===== config.mk =====
export PLATFORM = sky130hd
export DESIGN_NAME = i2c_scl_gen
export DESIGN_NICKNAME = d
export VERILOG_FILES = /design/src/rtl/i2c_scl_pkg.sv /design/src/rtl/scl_sync.sv /design/src/rtl/scl_phase_cnt.sv /design/src/rtl/i2c_scl_gen.sv
export SDC_FILE = /design/constraint.sdc
export NUM_CORES = 1
export LEC_CHECK = 0
export ABC_AREA = 0
export BUFFER_PORTS_ARGS = -buffer_cell sky130_fd_sc_hd__buf_4
export CORE_ASPECT_RATIO = 0.5
export CORE_MARGIN = 2
export CORE_UTILIZATION = 34
export DETAILED_ROUTE_END_ITERATION = 8
export PLACE_DENSITY = 0.64
export SLEW_MARGIN = 0
export SYNTH_ARGS = -nofsm -noshare
export SYNTH_HDL_FRONTEND = slang
export SYNTH_SLANG_ARGS = --single-unit
export TNS_END_PERCENT = 1

===== constraint.sdc =====
create_clock -name clk_i -period 2.2 [get_ports clk_i]
set_clock_uncertainty 0.2 [all_clocks]
set_input_delay 0.44 -clock clk_i [delete_from_list [all_inputs] [get_ports clk_i]]
set_output_delay 0.44 -clock clk_i [all_outputs]
set_load 0.05 [all_outputs]

===== src/rtl/i2c_scl_pkg.sv =====
`timescale 1ns/1ps
package i2c_scl_pkg;
  localparam int unsigned PRE_W = 3;
  localparam int unsigned DIV_W = 8;
  localparam int unsigned CNT_W = DIV_W + (1 << PRE_W) - 1;

  typedef enum logic [2:0] {
    ST_IDLE,
    ST_LWAIT,
    ST_LCNT,
    ST_HWAIT,
    ST_HCNT
  } scl_state_e;
endpackage


===== src/rtl/scl_sync.sv =====
`timescale 1ns/1ps
module scl_sync #(
  parameter int unsigned STAGES = 2
) (
  input  logic clk_i,
  input  logic rst_ni,
  input  logic d_i,
  output logic q_o
);
  logic [STAGES-1:0] sync_q;

  // bus idles high, so the chain resets to 1
  always_ff @(posedge clk_i or negedge rst_ni) begin
    if (!rst_ni) sync_q <= '1;
    else         sync_q <= {sync_q[STAGES-2:0], d_i};
  end

  assign q_o = sync_q[STAGES-1];
endmodule


===== src/rtl/scl_phase_cnt.sv =====
`timescale 1ns/1ps
module scl_phase_cnt #(
  parameter int unsigned CNT_W = 15
) (
  input  logic             clk_i,
  input  logic             rst_ni,
  input  logic             clr_i,
  input  logic             load_i,
  input  logic [CNT_W-1:0] load_val_i,
  input  logic             dec_i,
  output logic             zero_o
);
  logic [CNT_W-1:0] cnt_q;

  always_ff @(posedge clk_i or negedge rst_ni) begin
    if (!rst_ni)     cnt_q <= '0;
    else if (clr_i)  cnt_q <= '0;
    else if (load_i) cnt_q <= load_val_i;
    else if (dec_i)  cnt_q <= cnt_q - 1'b1;
  end

  assign zero_o = (cnt_q == '0);

  p_no_underflow_r2: assert property (@(posedge clk_i) disable iff (!rst_ni)
    dec_i && !load_i && !clr_i |-> !zero_o);
endmodule


===== src/rtl/i2c_scl_gen.sv =====
`timescale 1ns/1ps
module i2c_scl_gen
  import i2c_scl_pkg::*;
(
  input  logic             clk_i,
  input  logic             rst_ni,
  input  logic             master_en_i,
  input  logic             slave_off_i,
  input  logic [PRE_W-1:0] prescale_i,
  input  logic [DIV_W-1:0] high_div_i,
  input  logic [DIV_W-1:0] low_div_i,
  input  logic             scl_i,
  output logic             scl_oe_o,
  output logic             low_tick_o,
  output logic             high_tick_o
);
  scl_state_e       st_q, st_d;
  logic             run;
  logic             scl_s;
  logic             cnt_zero, cnt_load, cnt_dec;
  logic [CNT_W-1:0] cnt_val;
  logic             low_tick_q, high_tick_q;

  assign run = master_en_i & slave_off_i;

  scl_sync #(.STAGES(2)) i_sync (
    .clk_i (clk_i),
    .rst_ni(rst_ni),
    .d_i   (scl_i),
    .q_o   (scl_s)
  );

  scl_phase_cnt #(.CNT_W(CNT_W)) i_cnt (
    .clk_i     (clk_i),
    .rst_ni    (rst_ni),
    .clr_i     (!run),
    .load_i    (cnt_load),
    .load_val_i(cnt_val),
    .dec_i     (cnt_dec),
    .zero_o    (cnt_zero)
  );

  always_comb begin
    st_d     = st_q;
    cnt_load = 1'b0;
    cnt_dec  = 1'b0;
    cnt_val  = '0;
    if (!run) begin
      st_d = ST_IDLE;
    end else begin
      unique case (st_q)
        ST_IDLE: st_d = ST_LWAIT;
        ST_LWAIT: if (!scl_s) begin   // low level seen: start counting
          st_d     = ST_LCNT;
          cnt_load = 1'b1;
          cnt_val  = CNT_W'(low_div_i) << prescale_i;
        end
        ST_LCNT: if (cnt_zero) st_d = ST_HWAIT;
                 else          cnt_dec = 1'b1;
        ST_HWAIT: if (scl_s) begin    // stays here while stretched
          st_d     = ST_HCNT;
          cnt_load = 1'b1;
          cnt_val  = CNT_W'(high_div_i) << prescale_i;
        end
        ST_HCNT: if (cnt_zero) st_d = ST_LWAIT;
                 else          cnt_dec = 1'b1;
        default: st_d = ST_IDLE;
      endcase
    end
  end

  always_ff @(posedge clk_i or negedge rst_ni) begin
    if (!rst_ni) begin
      st_q        <= ST_IDLE;
      low_tick_q  <= 1'b0;
      high_tick_q <= 1'b0;
    end else begin
      st_q        <= st_d;
      low_tick_q  <= (st_q == ST_LWAIT) && (st_d == ST_LCNT);
      high_tick_q <= (st_q == ST_HWAIT) && (st_d == ST_HCNT);
    end
  end

  assign scl_oe_o    = (st_q == ST_LWAIT) || (st_q == ST_LCNT);
  assign low_tick_o  = low_tick_q;
  assign high_tick_o = high_tick_q;

  p_tick_excl_r8: assert property (@(posedge clk_i) disable iff (!rst_ni)
    !(low_tick_o && high_tick_o));
  p_low_tick_driven_r4: assert property (@(posedge clk_i) disable iff (!rst_ni)
    low_tick_o |-> scl_oe_o);
  p_low_tick_level_r4: assert property (@(posedge clk_i) disable iff (!rst_ni)
    low_tick_o |-> !$past(scl_s));
  p_high_tick_rel_r5: assert property (@(posedge clk_i) disable iff (!rst_ni)
    high_tick_o |-> !scl_oe_o);
  p_high_after_level_r6: assert property (@(posedge clk_i) disable iff (!rst_ni)
    high_tick_o |-> $past(scl_s));
  p_idle_release_r7: assert property (@(posedge clk_i) disable iff (!rst_ni)
    !run |=> !scl_oe_o && !low_tick_o && !high_tick_o);
endmodule


==> After elaboration in Yosys (flattened, before gate mapping) <==
Cells that the tools add are included.
{ "classes": {"addsub": 1, "n_eq_ne": 7, "n_shift": 2, "n_mux": 19, "bitwise": 1, "reduce_logical": 6} }
{ "op_table": {"columns": ["cell", "count"], "rows": [
  ["$mux W15", 5],
  ["$pmux W15 S2", 1],
  ["$shl A8 B3 Y15", 2],
  ["$logic_not A15 Y1", 1],
  ["$mux W3", 5],
  ["$pmux W3 S5", 1],
  ["$sub A15 B1 Y15 const B", 1],
  ["$eq A3 B2 Y1 const B", 3],
  ["$eq A3 B3 Y1 const B", 2],
  ["$mux W1", 6],
  ["$eq A3 B1 Y1 const B", 1],
  ["$logic_not A3 Y1", 1],
  ["$ne A3 B1 Y1 const B", 1],
  ["$logic_and A1 B1 Y1", 2],
  ["$pmux W1 S2", 1],
  ["$reduce_or A2 Y1", 1],
  ["$and A1 B1 Y1", 1],
  ["$logic_or A1 B1 Y1", 1]
]} }
{ "totals": {"ff_bits": 22, "output_inout_bits": 3} }

==> Longest topological paths before layout <==
{ "logic_depth": {"ltp_word": 7, "ltp_mapped": 8} }

==> Modules after synthesis <==
Synthesis repeated with hierarchy kept, for this count alone.
{ "unflattened": {"hier_cells": 256, "hier_area_um2": 2217.1} }
{ "modules_own_cells": {"columns": ["mod", "instances", "cells_per_inst", "area_per_inst_um2"], "rows": [
  ["i2c_scl_gen", 1, 148, 1163.6],
  ["scl_phase_cnt", 1, 106, 1001.0],
  ["scl_sync", 1, 2, 52.6]
]} }

==> Least setup slack after synthesis <==
Ideal clock, no wire load.
{ "synth_path": {"path_kind": "reg-to-reg", "startpoint": "register i_cnt.cnt_q[0]", "endpoint": "register i_cnt.cnt_q[8]", "setup_ns": 0.078, "arrival_time_ns": 1.956, "slack_ns": -0.034, "stages_incl_launch_ff": 9, "synth_period_minus_slack_ns": 2.234, "cell_sequence": "dfrtp_1 > inv_1 > ha_1 > nor4b_1 > and4_1 > clkbuf_1 > or4_1 > or3_1 > a21oi_1"} }
{ "synth_between": {"elab_chain_len": 5, "elab_cells_between_ends": 9, "classes_between": "add/sub (1); eq/ne (1); mux (6); reduce/logical (1)"} }
{ "synth_rtl": {"columns": ["element", "line", "rtl"], "rows": [
  ["start, declared", "scl_phase_cnt.sv:13", "logic [CNT_W-1:0] cnt_q;"],
  ["start signal, assigned", "scl_phase_cnt.sv:18", "else if (load_i) cnt_q <= load_val_i;"],
  ["start signal, assigned", "scl_phase_cnt.sv:19", "else if (dec_i) cnt_q <= cnt_q - 1'b1;"],
  ["branches (longest 5 deep; another with $sub A15 B1 Y15)", null, null]
]} }
Parallel ways; which one is timed is not known. The select of a mux whose other input is x is not followed.
A chain may end at the register's enable or synchronous reset.

==> Final worst setup path <==
Same ends and word-level chain as after synthesis.

==> out/qor_table.md <==
| Step | Metric | This run |
|:---|:---|:---|
| outcome | Run status | finished, violations left |
| outcome | Violations in the final reports | negative setup slack |
| clocking | TritonCTS buffer count | 3 |
| drt | Detailed-route DRC error count | 0 |
| worst setup path | Worst setup path category | flop to flop |
| worst hold path | Hold/Removal Path Class | input pin to flop |
| floorplan | Core Rows | 19 |
| finish | Fraction of layout instances using a drive strength above 1 | 30.3% |
| timing | Crit path setup slack, layout | -0.0957 ns |
| logic synthesis | Top post-synthesis cells by area | dfrtp_1 25%, mux2i_1 12%, a22oi_1 4.1% |
| worst setup path | Critical path launch point type | flop |
| drt | Antenna-violating nets left | 0 |
| drt | Post-detailed-route via-to-cell ratio | 6.05 |
| timing | Worst hold slack | 0.0880 ns |
| timing | Number of hold violations in the final report | 0 |
| drt | Vias post-DR | 2,116 |
| power | Cell area power density | 505 nW/um^2 |
| logic synthesis | Predominant post-synthesis flop cell | dfrtp_1 |
| timing | Slew Limit Fails | 0 |
| worst setup path | Kind of capture point of the worst setup path | flop |
| floorplan | Die width | 113 microns |
| floorplan | Total Die Area | 6610 sq um |
| finish | # diodes | 0 |
| drt | Final routed wirelength across all metal layers | 6.15 mm |
| clocking | Source-to-sink clock delay at the later pin of the worst-skew pair | 0.26 ns |
| finish | Final #Nets | 304 |
| placed design | Quantity of I/O buffers inserted on ports | 26 |
| placed design | Setup WS pre-CTS | -0.0841 ns |
| finish | Synth-to-Final Area Change | 30.2% |
| finish | Commonest cells after routing, fill and taps aside | 58 x buf_4, 24 x mux2i_1, 19 x dfrtp_1 |
| power | Maximum VDD drop | 0.256 mV |
| timing | Minimum period implied by the final worst setup slack | 2.30 ns |
| timing | Number of setup violations in the final report | 1 |
| logic synthesis | Area share of the leading cell type in the synthesized netlist | 24.8% |
| drt | Number of design-rule violations left by the first detailed-router iteration | 294 |
| clocking | H-tree levels | 1 |
| logic synthesis | Area of the mapped netlist | 2020 sq um |
| power | Total design power | 1.33 mW |
| finish | Area of combinational cells with multiple inputs | 1400 sq um |
| clocking | Clk sinks | 22 |
| timing | RSZ-0062 raised after global routing | yes |
| timing | Transition time at the pin with the least slew margin | 0.812 ns |
| logic synthesis | Post-Syn Nets | 259 |
| clocking | Clock-pin slew reported for the worst setup and hold paths after clock tree synthesis | 0.06 ns |
| logic synthesis | Cell taking the most area after synthesis | dfrtp_1 |
| placed design | Detailed placement HPWL | 4.81 mm |
| worst setup path | Worst endpoint required time | 2.19 ns |
| logic synthesis | Number of register bits inferred by synthesis | 22 |
| timing | Peak clock frequency supported by timing | 0.436 GHz |
| finish | Post-route cell area | 2630 sq um |
| timing | Period Utilization, post-route | 104% |
| floorplan | Die Height | 58.5 microns |
| floorplan | Number of top-level pins | 27 |
| placed design | Placement-stage cell area | 2470 sq um |
| grt | Number of global-route vias before repair | 1,985 |
| grt | Number of antenna violations at the first check in global routing | 0 |
| logic synthesis | Synthesized area divided by synthesized cell count | 8.67 sq um |
| finish | Leading cell type in the layout, fill and taps excluded | buf_4 |
| finish | Layout filler cell count | 548 |
| logic synthesis | Asr flop ratio synth | 100% |
| drt | Pre-Repair DR Iteration Count | 5 |
| worst setup path | Arrival time at the worst endpoint | 2.28 ns |
| placed design | Final estimated routing congestion in global placement | 0.954 |
| finish | Final std cells w/o fill | 350 |
| floorplan | Starting density of the core | 36.0% |
| drt | Routed wire length per instance | 17.6 microns |
| logic synthesis | Distinct cells, synth | 60 |
| job | Max-cap violations | 0 |
| logic synthesis | Sequential fraction of the synthesis area | 27.4% |
| grt | Overall global routing resource usage | 19.6% |
| logic synthesis | Yosys warning total | 0 |
| power | Static Leakage | 1.15 nW |
| placed design | Instance count after placement with tap cells included | 345 |
| grt | First-pass GRT wire length | 10.3 mm |
| worst setup path | Max Fanout on Critical Path | 3 |
| logic synthesis | Count of flip-flops with a built-in enable after synthesis | 0 |
| clocking | Clock Tree Buf Depth | 2 |
| clocking | Clock tree from TritonCTS | built |
| floorplan | Placeable core region | 5610 sq um |
| grt | Global route overflow | 0 |
| clocking | Root cell of the clock tree | clkbuf_16 |
| finish | Sequential cell area in the final layout | 554 sq um |
| grt | Pin count of the biggest net entering global routing | 23 |
| logic synthesis | Synthesized instance count | 233 |
| timing | Max-slew headroom at the worst pin | 44.5% |
[flip-flops by register name, summed over array words and instances (netlist names)]
name           count
high_tick_o        1
i_cnt.cnt_q       15
i_sync.sync_q      2
low_tick_o         1
st_q               3
[final timing paths]
path / startpoint / endpoint / slack (ns) / depth (start not counted)
min in group asynchronous: rst_ni / i_cnt.cnt_q[11] / 0.41 / 2
max in group asynchronous: rst_ni / i_sync.sync_q[0] / 1.11 / 2
max reg2reg: i_cnt.cnt_q[0] / i_cnt.cnt_q[8] / -0.1 / 7
min: scl_i / i_sync.sync_q[0] / 0.09 / 1
min reg2reg: i_sync.sync_q[0] / i_sync.sync_q[1] / 0.15 / 0
max: i_cnt.cnt_q[0] / i_cnt.cnt_q[8] / -0.1 / 7
[logic make-up (layout without fill, tap and decap cells)]
family | Yosys count | count (layout) | share of synthesized area, %
compound gates | 65 | 65 | 22.9
xor+xnor | 8 | 8 | 3.47
fa+ha+maj | 3 | 3 | 1.73
buf+inv | 24 | 68 | 5.39
flops | 22 | 22 | 27.4
mux | 28 | 28 | 15.2
simple gates | 83 | 83 | 23.9
[layout make-up]
| cell class | instances | share of cell area [%] |
|---|---|---|
| Tap cell | 73 | 3.47 |
| Timing Repair Buffer | 60 | 17.7 |
| Multi-Input combinational cell | 187 | 53.2 |
| Clock buffer | 3 | 2.86 |
| Sequential cell | 22 | 21.1 |
| Inverter | 4 | 0.571 |
| Clock inverter | 1 | 1.14 |
[cells in the mapped netlist, types with 3 or more instances]
master    count
mux2i_1      24
dfrtp_1      20
a21oi_1      12
a22oi_1      11
nor2_1       11
nand3_1      10
buf_2         9
nand2_1       9
nor3_1        9
clkbuf_1      7
and2_1        6
nand4_1       6
o21ai_0       6
xor2_1        6
a31oi_1       5
and3_1        4
inv_1         4
a22o_1        3
buf_1         3
nand2b_1      3
nor2b_1       3
nor3b_1       3
nor4_1        3
o22ai_1       3
or3_1         3
[metal layers]
| layer | vias to the layer above | GRT usage [%] | share of wire [%] |
|---|---|---|---|
| met5 | - | 0 | 0 |
| met4 | 0 | 3.48 | 0.99 |
| met3 | 8 | 2.37 | 7.1 |
| met2 | 110 | 29.6 | 42 |
| met1 | 996 | 30.4 | 49 |
| li1 | 1002 | - | - |
[where the power goes]
part | switching, mW | internal [mW]
Sequential | 0.0130 | 0.417
Clock | 0.157 | 0.362
Combinational | 0.208 | 0.170
[worst max-delay path, cell delays in order, from the launching register on]
cell	delay (ns)
dfrtp_1	0.38
inv_2	0.05
ha_1	0.19
nor4b_1	0.15
and4_2	0.22
or4_4	0.55
or3_4	0.34
a21oi_2	0.14
[through the flow]
step                util (%)  setup TNS (ns)
floorplan                  -         -0.0425
global placement        44.1         -0.0801
detailed placement      44.1          -0.180
CTS                     46.4         -0.0701
global route            46.9          -0.775
finish                  46.9         -0.0957
[what timing repair did]
| item | in CTS | in global routing |
|---|---|---|
| hold buffers | 1 | 0 |
| gates resized for setup | 6 | 7 |
| endpoints found under the hold margin | 20 | 0 |
| setup endpoints to repair | 3 | 16 |
| buffers inserted | 0 | 0 |
| pin swaps | 0 | 1 |
Note: power is estimated with default switching activity, not from simulation.
